File: src/rtl/pvs_pkg.sv
package pvs_pkg;

  typedef enum logic [1:0] {OP_PROG, OP_VERIFY, OP_STEP} op_e;

  // Cycles-minus-one to load into a down counter for a phase of `us` microseconds.
  function automatic logic [31:0] phase_load(input int unsigned us, input int unsigned cpu);
    int unsigned cyc;
    cyc = us * cpu;
    return (cyc == 0) ? 32'd0 : 32'(cyc - 1);
  endfunction

  // Margin pulses after a pass that needed n pulses.
  function automatic logic [31:0] extra_pulses(input int unsigned a, input int unsigned n,
                                               input int unsigned b);
    return 32'(a * n + b);
  endfunction

endpackage

File: src/rtl/pvs_phase_engine.sv
module pvs_phase_engine #(
  parameter int unsigned CPU     = 1,
  parameter int unsigned TSU_US  = 1,
  parameter int unsigned TH_US   = 1,
  parameter int unsigned TREC_US = 10,
  parameter int unsigned TVER_US = 1,
  parameter int unsigned TINC_US = 1,
  parameter int unsigned DW      = 12,
  parameter int unsigned PW_W    = 16
) (
  input  logic            clk,
  input  logic            rst_n,
  input  logic            go_i,
  input  pvs_pkg::op_e    op_i,
  input  logic [PW_W-1:0] pw_us_i,
  input  logic [DW-1:0]   data_i,
  output logic            strobe_n_o,
  output logic            inc_o,
  output logic            oe_o,
  output logic [DW-1:0]   dat_o,
  output logic            idle_o,
  output logic            fin_o,
  output logic            smp_o
);
  import pvs_pkg::*;

  typedef enum logic [2:0] {PH_IDLE, PH_SETUP, PH_LOW, PH_HOLD, PH_REC, PH_INCH, PH_INCL} ph_e;

  ph_e              ph;
  op_e              op_q;
  logic [31:0]      tmr;
  logic [PW_W-1:0]  pw_q;
  logic [DW-1:0]    dat_q;
  logic             tmr_end;

  assign tmr_end = (tmr == 32'd0);

  always_ff @(posedge clk or negedge rst_n) begin
    if (!rst_n) begin
      ph    <= PH_IDLE;
      op_q  <= OP_PROG;
      tmr   <= 32'd0;
      pw_q  <= '0;
      dat_q <= '0;
    end else if (ph == PH_IDLE) begin
      if (go_i) begin
        op_q <= op_i;
        pw_q <= pw_us_i;
        unique case (op_i)
          OP_PROG: begin
            dat_q <= data_i;
            ph    <= PH_SETUP;
            tmr   <= phase_load(TSU_US, CPU);
          end
          OP_VERIFY: begin
            ph  <= PH_LOW;
            tmr <= phase_load(TVER_US, CPU);
          end
          default: begin
            ph  <= PH_INCH;
            tmr <= phase_load(TINC_US, CPU);
          end
        endcase
      end
    end else if (!tmr_end) begin
      tmr <= tmr - 32'd1;
    end else begin
      unique case (ph)
        PH_SETUP: begin ph <= PH_LOW; tmr <= phase_load(32'(pw_q), CPU); end
        PH_LOW: begin
          if (op_q == OP_PROG) begin ph <= PH_HOLD; tmr <= phase_load(TH_US, CPU); end
          else begin ph <= PH_REC; tmr <= phase_load(TREC_US, CPU); end
        end
        PH_HOLD:  begin ph <= PH_REC;  tmr <= phase_load(TREC_US, CPU); end
        PH_INCH:  begin ph <= PH_INCL; tmr <= phase_load(TINC_US, CPU); end
        default:  ph <= PH_IDLE;  // PH_REC, PH_INCL
      endcase
    end
  end

  assign strobe_n_o = (ph != PH_LOW);
  assign inc_o      = (ph == PH_INCH);
  assign oe_o       = (op_q == OP_PROG) && (ph == PH_SETUP || ph == PH_LOW || ph == PH_HOLD);
  assign dat_o      = dat_q;
  assign idle_o     = (ph == PH_IDLE);
  assign fin_o      = tmr_end && (ph == PH_REC || ph == PH_INCL);
  assign smp_o      = tmr_end && (ph == PH_LOW) && (op_q == OP_VERIFY);

  AST_BUS_HELD: assert property (@(posedge clk) disable iff (!rst_n)
    (oe_o && $past(oe_o)) |-> $stable(dat_o));
  AST_GO_ONLY_IDLE: assert property (@(posedge clk) disable iff (!rst_n)
    go_i |-> (ph == PH_IDLE));

endmodule

File: src/rtl/pvs_seq_ctrl.sv
module pvs_seq_ctrl #(
  parameter int unsigned DW           = 12,
  parameter int unsigned PW_W         = 16,
  parameter int unsigned CNT_W        = 16,
  parameter int unsigned CO_W         = 8,
  parameter int unsigned CFG_TOTAL_US = 10000
) (
  input  logic             clk,
  input  logic             rst_n,
  input  logic             start_i,
  input  logic [DW-1:0]    word_i,
  input  logic             cfg_i,
  input  logic [PW_W-1:0]  pw_us_i,
  input  logic [CNT_W-1:0] max_att_i,
  input  logic [CO_W-1:0]  coef_a_i,
  input  logic [CO_W-1:0]  coef_b_i,
  input  logic             fin_i,
  input  logic             smp_i,
  input  logic [DW-1:0]    rd_i,
  output logic             go_o,
  output pvs_pkg::op_e     op_o,
  output logic [DW-1:0]    word_o,
  output logic [PW_W-1:0]  pw_o,
  output logic             busy_o,
  output logic             done_o,
  output logic             fail_o,
  output logic [CNT_W-1:0] n_o
);
  import pvs_pkg::*;

  typedef enum logic [2:0] {C_IDLE, C_PROGW, C_VERW, C_OVRW, C_STEPW} cs_e;

  cs_e              cs;
  logic [DW-1:0]    word_q;
  logic             cfg_q;
  logic [PW_W-1:0]  pw_q;
  logic [CNT_W-1:0] lim_q;
  logic [CO_W-1:0]  a_q, b_q;
  logic [CNT_W-1:0] att;
  logic [31:0]      left, acc, acc_nx, extra_w;
  logic             match_q, go_q, done_q, fail_q;
  op_e              op_q;

  // Named internal events for the checks below.
  logic limit_hit, cfg_full;
  assign limit_hit = (att >= lim_q);
  assign acc_nx    = acc + 32'(pw_q);
  assign cfg_full  = (acc_nx >= 32'(CFG_TOTAL_US));
  assign extra_w   = extra_pulses(32'(a_q), 32'(att), 32'(b_q));

  always_ff @(posedge clk or negedge rst_n) begin
    if (!rst_n) begin
      cs <= C_IDLE; word_q <= '0; cfg_q <= 1'b0; pw_q <= '0; lim_q <= '0;
      a_q <= '0; b_q <= '0; att <= '0; left <= '0; acc <= '0;
      match_q <= 1'b0; go_q <= 1'b0; done_q <= 1'b0; fail_q <= 1'b0; op_q <= OP_PROG;
    end else begin
      go_q   <= 1'b0;
      done_q <= 1'b0;
      unique case (cs)
        C_IDLE: if (start_i) begin
          word_q  <= word_i;
          cfg_q   <= cfg_i;
          pw_q    <= pw_us_i;
          lim_q   <= (max_att_i == '0) ? CNT_W'(1) : max_att_i;
          a_q     <= coef_a_i;
          b_q     <= coef_b_i;
          att     <= '0;
          acc     <= '0;
          fail_q  <= 1'b0;
          match_q <= 1'b0;
          go_q    <= 1'b1;
          op_q    <= OP_PROG;
          cs      <= C_PROGW;
        end
        C_PROGW: if (fin_i) begin
          att  <= att + 1'b1;
          go_q <= 1'b1;
          if (!cfg_q) begin
            op_q <= OP_VERIFY; cs <= C_VERW;
          end else begin
            acc <= acc_nx;
            if (cfg_full) begin op_q <= OP_VERIFY; cs <= C_VERW; end
            else op_q <= OP_PROG;
          end
        end
        C_VERW: begin
          if (smp_i) match_q <= (rd_i == word_q);
          if (fin_i) begin
            if (match_q) begin
              go_q <= 1'b1;
              if (cfg_q || extra_w == 32'd0) begin op_q <= OP_STEP; cs <= C_STEPW; end
              else begin left <= extra_w; op_q <= OP_PROG; cs <= C_OVRW; end
            end else if (cfg_q || limit_hit) begin
              done_q <= 1'b1; fail_q <= 1'b1; cs <= C_IDLE;
            end else begin
              go_q <= 1'b1; op_q <= OP_PROG; cs <= C_PROGW;
            end
          end
        end
        C_OVRW: if (fin_i) begin
          go_q <= 1'b1;
          if (left == 32'd1) begin op_q <= OP_STEP; cs <= C_STEPW; end
          else begin left <= left - 32'd1; op_q <= OP_PROG; end
        end
        default: if (fin_i) begin  // C_STEPW
          done_q <= 1'b1; fail_q <= 1'b0; cs <= C_IDLE;
        end
      endcase
    end
  end

  assign go_o   = go_q;
  assign op_o   = op_q;
  assign word_o = word_q;
  assign pw_o   = pw_q;
  assign busy_o = (cs != C_IDLE);
  assign done_o = done_q;
  assign fail_o = fail_q;
  assign n_o    = att;

  AST_SMP_IN_VERIFY: assert property (@(posedge clk) disable iff (!rst_n)
    smp_i |-> (cs == C_VERW));
  AST_FIN_WHILE_BUSY: assert property (@(posedge clk) disable iff (!rst_n)
    fin_i |-> (cs != C_IDLE));
  AST_DONE_PULSE: assert property (@(posedge clk) disable iff (!rst_n)
    done_o |=> !done_o);
  AST_START_IGNORED: assert property (@(posedge clk) disable iff (!rst_n)
    (busy_o && start_i) |=> $stable(word_q));
  AST_ATT_BOUND: assert property (@(posedge clk) disable iff (!rst_n)
    (busy_o && !cfg_q) |-> (att <= lim_q));
  AST_FAIL_AT_LIMIT: assert property (@(posedge clk) disable iff (!rst_n)
    (done_o && fail_o && !cfg_q) |-> (n_o == lim_q));

endmodule

File: src/rtl/pvs_prog_seq.sv
module pvs_prog_seq #(
  parameter int unsigned CLK_HZ       = 10_000_000,
  parameter int unsigned DW           = 12,
  parameter int unsigned PW_W         = 16,
  parameter int unsigned CNT_W        = 16,
  parameter int unsigned CO_W         = 8,
  parameter int unsigned TSU_US       = 1,
  parameter int unsigned TH_US        = 1,
  parameter int unsigned TREC_US      = 10,
  parameter int unsigned TVER_US      = 1,
  parameter int unsigned TINC_US      = 1,
  parameter int unsigned CFG_TOTAL_US = 10000
) (
  input  logic             clk,
  input  logic             rst_n,
  input  logic             start_i,
  input  logic [DW-1:0]    word_i,
  input  logic             cfg_word_i,
  input  logic [PW_W-1:0]  pulse_us_i,
  input  logic [CNT_W-1:0] max_tries_i,
  input  logic [CO_W-1:0]  over_a_i,
  input  logic [CO_W-1:0]  over_b_i,
  output logic             busy_o,
  output logic             done_o,
  output logic             fail_o,
  output logic [CNT_W-1:0] pulses_o,
  output logic             tgt_strobe_n_o,
  output logic             tgt_step_o,
  output logic             tgt_oe_o,
  output logic [DW-1:0]    tgt_dat_o,
  input  logic [DW-1:0]    tgt_dat_i
);
  localparam int unsigned CPU = (CLK_HZ / 1_000_000 == 0) ? 1 : CLK_HZ / 1_000_000;

  logic            go, eng_idle, fin, smp;
  pvs_pkg::op_e    op;
  logic [DW-1:0]   word_q;
  logic [PW_W-1:0] pw_q;

  pvs_seq_ctrl #(
    .DW(DW), .PW_W(PW_W), .CNT_W(CNT_W), .CO_W(CO_W), .CFG_TOTAL_US(CFG_TOTAL_US)
  ) ctrl_i (
    .clk(clk), .rst_n(rst_n), .start_i(start_i), .word_i(word_i), .cfg_i(cfg_word_i),
    .pw_us_i(pulse_us_i), .max_att_i(max_tries_i), .coef_a_i(over_a_i), .coef_b_i(over_b_i),
    .fin_i(fin), .smp_i(smp), .rd_i(tgt_dat_i),
    .go_o(go), .op_o(op), .word_o(word_q), .pw_o(pw_q),
    .busy_o(busy_o), .done_o(done_o), .fail_o(fail_o), .n_o(pulses_o)
  );

  pvs_phase_engine #(
    .CPU(CPU), .TSU_US(TSU_US), .TH_US(TH_US), .TREC_US(TREC_US),
    .TVER_US(TVER_US), .TINC_US(TINC_US), .DW(DW), .PW_W(PW_W)
  ) eng_i (
    .clk(clk), .rst_n(rst_n), .go_i(go), .op_i(op), .pw_us_i(pw_q), .data_i(word_q),
    .strobe_n_o(tgt_strobe_n_o), .inc_o(tgt_step_o), .oe_o(tgt_oe_o), .dat_o(tgt_dat_o),
    .idle_o(eng_idle), .fin_o(fin), .smp_o(smp)
  );

  AST_IDLE_WHEN_FREE: assert property (@(posedge clk) disable iff (!rst_n)
    !busy_o |-> eng_idle);
  AST_STEP_STROBE_HIGH: assert property (@(posedge clk) disable iff (!rst_n)
    $rose(tgt_step_o) |-> $past(tgt_strobe_n_o));

endmodule

File: config.mk
export PLATFORM = sky130hd
export DESIGN_NAME = pvs_prog_seq
export DESIGN_NICKNAME = d
export VERILOG_FILES = /design/src/rtl/pvs_pkg.sv /design/src/rtl/pvs_phase_engine.sv /design/src/rtl/pvs_seq_ctrl.sv /design/src/rtl/pvs_prog_seq.sv
export SDC_FILE = /design/constraint.sdc
export NUM_CORES = 1
export LEC_CHECK = 0
export CAP_MARGIN = 20
export CORE_MARGIN = 2
export CORE_UTILIZATION = 60
export DETAILED_ROUTE_END_ITERATION = 6
export PLACE_DENSITY = 0.8
export SLEW_MARGIN = 20
export SYNTH_ARGS = -nofsm -noshare
export SYNTH_HDL_FRONTEND = slang
export SYNTH_SLANG_ARGS = --single-unit
File: constraint.sdc
create_clock -name clk -period 8.3 [get_ports clk]
set_input_delay 1.66 -clock clk [delete_from_list [all_inputs] [get_ports clk]]
set_output_delay 1.66 -clock clk [all_outputs]
set_load 0.005 [all_outputs]
==> flow_summary.yaml, run 1 <==
run_status:
  status: "completed"
synth:
  ys_seq_area_share_pct: 29.7
  ys_ff_latch: 215
  syn_inst: 2169
  synth_edf_count: 0
  yosys_warnings: 0
  async_flop_share_pct: 100
  synthFlopType: "dfrtp_1"
  syn_area_sq_mm: 0.0181
  synth_cell_types: 87
  syn_nets: 2462
  avgSynthCellArea_sq_um: 8.35
clock_network:
  cts_buffer_depth: 3
  clock_latency_ps: 550
  cts_tree: "done"
  path_clk_slew_ps: 60
  cts_resized: 0
  htree_levels: 1
  cts.sinks: 215
  ctsHoldBuffers: 0
  post_cts.repair.setup_buffers: 0
  clockRootBuffer: "clkbuf_16"
  numCtsBuffers: 26
hold_path:
  hold_path.class: "reg -> reg"
finish:
  final_nets: 2497
  num-fill-cells: 2383
  area_growth_pct: 11.8
  stdcell_count: 2614
  drive_gt1_share_pct: 4.32
  utilization_pct: 68.2
  final_area_sq_mm: 0.0203
power:
  total_power_mw: 2.35
  p_leak_nw: 9.45
  peakVddDrop_v: 0.000228
  powerDensity_mw_per_mm2: 116
setup_path:
  worstSetupEndpointType: "flop"
  r2r_setup_slack_ps: 1740
  crit_end: "ctrl_i.left[30]"
  path_max_fanout: 57
  path_class: "reg -> reg"
  start_kind: "flop"
  r2r_cells: 18
  r2r-start: "ctrl_i.a_q[7]"
  arrival_ps: 7020
  critPathLaunch: "ctrl_i.a_q[7]"
  reg2reg_to: "ctrl_i.left[30]"
  required_ps: 8750
route:
  first_pass_iters: 7
  wl_um: 49600
  via_per_inst: 6.26
  drcViolationCount: 0
  vias: 16353
  wl_per_cell_um: 19.0
  ant_nets: 0
  drtIter0Drc: 1624
sta:
  rsz0062_at_grt: "no"
  hold_viol: 0
  worst_pin_slew_ps: 1070
  setup_tns_ps: 0
  whs_ps: 487
  period_needed_ps: 6560
  clock_skew_ps: 17.4
  maxSlewViolCount: 0
  setup_viol_count_final: 0
  fin_crit_sh_pct: 79.1
  fmax_ghz: 0.152
  setup_slack_ps: 1740
  relSlewSlack_pct: 28.6
die:
  core-area_sq_mm: 0.0297
  fp.dieArea_sq_mm: 0.0316
  ios: 110
  rows: 63
  die_h_um: 178
  start_util_pct: 60.9
  die_x_um: 178
global_route:
  grt_pass1_wl_um: 81000
  grt_antenna_before_repair: 3
  grt_usage_pct: 32.0
  grt_remaining_overflow: 0
  grt_max_degree: 93
  grt_pass1_vias: 15694
flow_run:
  maxCapViolations: 0
placement:
  hpwl_um: 36100
  gp_congestion: 0.924
  dp.cells: 2566
  portBuffers: 109
  place_ws_ps: 1810
  postPlaceCellArea_sq_mm: 0.0193
==> area by class of cell <==
| type | count | area, sq um | area share (%) |
|---|---|---|---|
| antenna | 3 | 7.51 | 0.0371 |
| clock buffer | 37 | 783 | 3.87 |
| inverter | 143 | 537 | 2.65 |
| multi-input combinational | 1702 | 11800 | 58.1 |
| sequential | 215 | 5380 | 26.6 |
| timing repair buffer | 116 | 1150 | 5.67 |
| tap | 390 | 488 | 2.41 |
| clock inverter | 8 | 144 | 0.710 |
==> per-layer routing <==
layer | share of wire, % | vias up | wire (um) | track usage, %
met5 | 0 | - | 0 | 0
met4 | 2.1 | 0 | 1030 | 7.48
met3 | 7.2 | 69 | 3580 | 5.23
met2 | 45 | 609 | 22300 | 49.8
met1 | 46 | 8061 | 22600 | 46.7
li1 | - | 7614 | - | -
==> cell usage after synthesis (all sizes together) (5+ instances only) <==
| master | count | area share, % |
|---|---|---|
| nand2 | 425 | 8.8 |
| nor2 | 126 | 2.6 |
| o21ai | 176 | 4.9 |
| and4 | 6 | 0.29 |
| a22o | 21 | 1.0 |
| nand4 | 25 | 0.86 |
| a221o | 7 | 0.39 |
| fa | 94 | 10 |
| ha | 123 | 8.5 |
| nand3b | 7 | 0.29 |
| dfrtp | 215 | 30 |
| or4 | 8 | 0.39 |
| mux2 | 15 | 0.93 |
| o211ai | 19 | 0.79 |
| nor2b | 13 | 0.45 |
| nor3 | 53 | 1.5 |
| o22ai | 6 | 0.21 |
| o21a | 9 | 0.37 |
| a21oi | 97 | 2.7 |
| a211oi | 23 | 1.0 |
| nand4b | 6 | 0.29 |
| a2111oi | 6 | 0.37 |
| a22oi | 5 | 0.21 |
| mux2i | 7 | 0.39 |
| o2111ai | 5 | 0.24 |
| clkbuf | 89 | 1.8 |
| a21o | 28 | 1.2 |
| or2 | 5 | 0.17 |
| nor3b | 5 | 0.21 |
| xnor2 | 39 | 1.9 |
| o21bai | 6 | 0.25 |
| nor4 | 30 | 1.2 |
| a31oi | 15 | 0.52 |
| inv | 143 | 3.0 |
| xor2 | 42 | 2.0 |
| or3 | 12 | 0.44 |
| nand2b | 15 | 0.52 |
| and2 | 65 | 2.2 |
| o31ai | 15 | 0.62 |
| and3 | 24 | 0.83 |
| a311oi | 5 | 0.24 |
| nand3 | 59 | 1.6 |
| buf | 20 | 0.68 |
==> how the worst min path moves through the flow <==
stage | cells after the start | to | start
4_1_cts | 2 | ctrl_i.acc[9] | ctrl_i.acc[9]
2_1_floorplan | 1 | ctrl_i.left[30] | ctrl_i.left[30]
3_3_place_gp | 1 | ctrl_i.left[30] | ctrl_i.left[30]
6_report | 2 | ctrl_i.acc[9] | ctrl_i.acc[9]
3_5_place_dp | 2 | ctrl_i.acc[9] | ctrl_i.acc[9]
5_1_grt | 1 | eng_i.dat_o[0] | eng_i.dat_o[0]
==> worst max-delay path, cell delays in order, from the launching register on <==
cell	delay [ps]
dfrtp_1	740
nand2_1	160
fa_1	540
fa_1	520
fa_1	520
fa_1	560
inv_1	50
ha_1	410
a21o_1	250
a31o_1	260
or4_1	500
o311ai_1	110
a2111oi_1	100
or4_4	560
o41ai_4	410
a21oi_4	90
buf_4	310
nor2b_1	210
mux2i_1	150
==> cell families (layout without fill, tap and decap cells) <==
kind of cell / count (synthesis) / after routing / synth area share, %
multiplexers: 22 / 22 / 1.32
other: 0 / 3 / 0
buffers and inverters: 252 / 304 / 5.49
AO/OA/AOI/OAI: 490 / 490 / 17.5
AND/OR/NAND/NOR: 892 / 892 / 23.1
adder cells (fa/ha/maj): 217 / 217 / 18.9
XOR/XNOR: 81 / 81 / 3.92
flip-flops: 215 / 215 / 29.7
==> power breakdown <==
group / switching (mW) / internal, mW
logic: 0.0305 / 0.0338
clock network: 0.459 / 0.774
registers: 0 / 1.05
==> flip-flops by register name, indices dropped and copies added, names as in the netlist, 2 cells and up <==
register       cells
ctrl_i.a_q         8
ctrl_i.acc        32
ctrl_i.b_q         8
ctrl_i.cs          3
ctrl_i.left       32
ctrl_i.lim_q      16
ctrl_i.n_o        16
ctrl_i.op_o        2
ctrl_i.pw_o       16
ctrl_i.word_o     12
eng_i.dat_o       12
eng_i.op_q         2
eng_i.ph           3
eng_i.pw_q        16
eng_i.tmr         32
==> placed cells by master (no fill, tap or decap), drive strengths merged, types with 65 or more instances in the layout <==
| master | instances |
|---|---|
| and2 | 65 |
| a21oi | 97 |
| ha | 123 |
| nor2 | 126 |
| inv | 144 |
| nand2 | 425 |
| o21ai | 176 |
| dfrtp | 215 |
| fa | 94 |
| clkdlybuf4s50 | 108 |
(Power assumes the default switching activity.)
==> run 2, diff against run 1 <==
- CORE_UTILIZATION: 60 -> 56
- PLACE_DENSITY: 0.8 -> 0.79
- clock period: 8.3 -> 5.5 ns (I/O delays scaled with it)
==> run 2 against run 1 <==
  * Highest routed layer unchanged
  * Clock power rose by 55%
  * Setup slack got worse by 2200 ps
  * Sequential share of layout area is 2.4 points lower
  * The flow now finishes with violations (design-rule violations, negative setup slack)
  * Count of clock-buffer cells in the layout decreased by 2
  * Critical path depth grew 3
  * Routed wire length grew 6.5%
  * Sequential power grew 50%
  * Largest cell class unchanged
  * Final area rose by 10%
  * Non-clock buffer count up 169
  * Global-route usage shrank 1.8 points
  * Clock skew rose by 16 ps
  * Register-to-register slack got worse by 2200 ps
==> flow_summary.yaml, run 2 (synthesized netlist as in run 1, its figures left out) <==
die:
  die_x_um: 184
  core-area_sq_mm: 0.0317
  die_h_um: 184
  rows: 65
  ios: 110
  start_util_pct: 57.1
  fp.dieArea_sq_mm: 0.0338
run_status:
  violations: "design-rule violations, negative setup slack"
  status: "complete, but fails checks"
clock_network:
  numCtsBuffers: 26
  ctsHoldBuffers: 0
  clock_latency_ps: 570
  cts.sinks: 215
  cts_buffer_depth: 3
  clockRootBuffer: "clkbuf_16"
  path_clk_slew_ps: 60
  htree_levels: 1
  cts_tree: "done"
setup_path:
  reg2reg_to: "ctrl_i.left[9]"
  cp_top_family: "adder cells"
  worstSetupEndpointType: "flop"
  required_ps: 5980
  r2r_cells: 21
  path_max_fanout: 34
  path_common_cell: "fa_1"
  crit_slowest_cell: "fa_1"
  r2r_setup_slack_ps: -480
  arrival_ps: 6460
  crit_chain: "buf_4, nand2_1, fa_1, fa_1, fa_1, fa_1, inv_2, ha_4, buf_4, nand3_1, o2111ai_2, a21o_1, buf_4, xnor2_1, o21ai_0, or4_4, o41ai_4, a21oi_4, buf_12, o21ai_1, a22o_1"
  r2r-start: "ctrl_i.a_q[2]"
  crit_buf_inv: 5
  max_stage_delay_ps: 620
  start_kind: "flop"
  path_class: "reg -> reg"
finish:
  final_cell_mix: "nand2_1, dfrtp_1, buf_4, o21ai_0, inv_1"
  antenna_cells: 0
  drive_gt1_share_pct: 15.6
  layout_commonest_cell: "nand2_1"
  stdcell_count: 2795
  final_nets: 2666
  reg_top3: "ctrl_i.acc: 32 flops, ctrl_i.left: 32 flops, eng_i.tmr: 32 flops"
  area_growth_pct: 23.2
global_route:
  grt_max_degree: 132
  grt_remaining_overflow: 0
  grt_pass1_wl_um: 83300
  grt_antenna_before_repair: 0
  grt_pass1_vias: 16635
  grt_usage_pct: 30.2
route:
  first_pass_iters: 7
  ant_nets: 0
  drtIter0Drc: 1772
  drcViolationCount: 6
  wl_per_cell_um: 18.9
  via_per_inst: 6.14
  vias: 17171
  wl_um: 52800
placement:
  portBuffers: 109
  dp.cells: 2694
  hpwl_um: 36200
  gp_congestion: 0.918
sta:
  rsz0062_at_grt: "yes"
  worst_pin_slew_ps: 1140
  setup_slack_ps: -480
  hold_viol: 0
  clock_skew_ps: 33.4
  fin_crit_sh_pct: 109
  maxSlewViolCount: 0
  setup_tns_ps: -15470
  setup_viol_count_final: 36
  period_needed_ps: 5980
  relSlewSlack_pct: 23.3
  fmax_ghz: 0.167
flow_run:
  maxCapViolations: 0
power:
  p_leak_nw: 10.4
  powerDensity_mw_per_mm2: 161
  peakVddDrop_v: 0.000248
hold_path:
  hold_path.class: "in -> async"
## run 2: worst max path at each step
stage / start / end / depth (start not counted)
after floorplan: ctrl_i.a_q[3] / ctrl_i.left[12] / 21
after global placement: ctrl_i.a_q[6] / ctrl_i.op_o[1] / 19
after detailed placement: ctrl_i.a_q[6] / ctrl_i.op_o[1] / 19
after CTS: ctrl_i.a_q[5] / ctrl_i.left[3] / 20
after global routing: ctrl_i.a_q[2] / ctrl_i.left[9] / 21
final: ctrl_i.a_q[2] / ctrl_i.left[9] / 21
## run 2: area by class of cell
cell class	count	area (sq um)
clock buffer	35	724
clock inverter	13	228
fill	2314	9410
inverter	143	537
multi-input combinational	1702	12300
sequential	215	5400
tap	402	503
timing repair buffer	285	2600
## run 2: metrics by stage
stage	utilization [%]	setup WS [ps]	cell area, sq um	power [mW]	hold WS [ps]
6_report	70.3	-480	22300	3.59	379
5_1_grt	70.3	-597	22300	3.68	390
4_1_cts	68.5	-185	21700	3.60	481
3_5_place_dp	63.9	-595	20300	1.71	473
3_3_place_gp	63.9	-451	20300	1.71	466
2_1_floorplan	-	-140	18300	1.62	452
## run 2: layer usage
| layer | track usage (%) | vias up | routed length, um |
|---|---|---|---|
| met2 | 49.8 | 807 | 24700 |
| met5 | 0 | - | 0 |
| met4 | 8.74 | 0 | 1800 |
| met3 | 3.47 | 160 | 4040 |
| met1 | 42.1 | 8260 | 22300 |
| li1 | - | 7944 | - |
## run 2: timing repair
item / in CTS / in global routing
cloned: 0 / 3
gates resized for setup: 67 / 86
setup buffers: 31 / 20
pin swaps: 27 / 39
endpoints found under the setup margin: 36 / 36
## run 2: where the power goes
part           total (mW)  internal [mW]  switching, mW
Sequential           1.58           1.58              0
Combinational      0.0978         0.0530         0.0447
Clock                1.91           1.17          0.741
Total                3.59           2.80          0.786
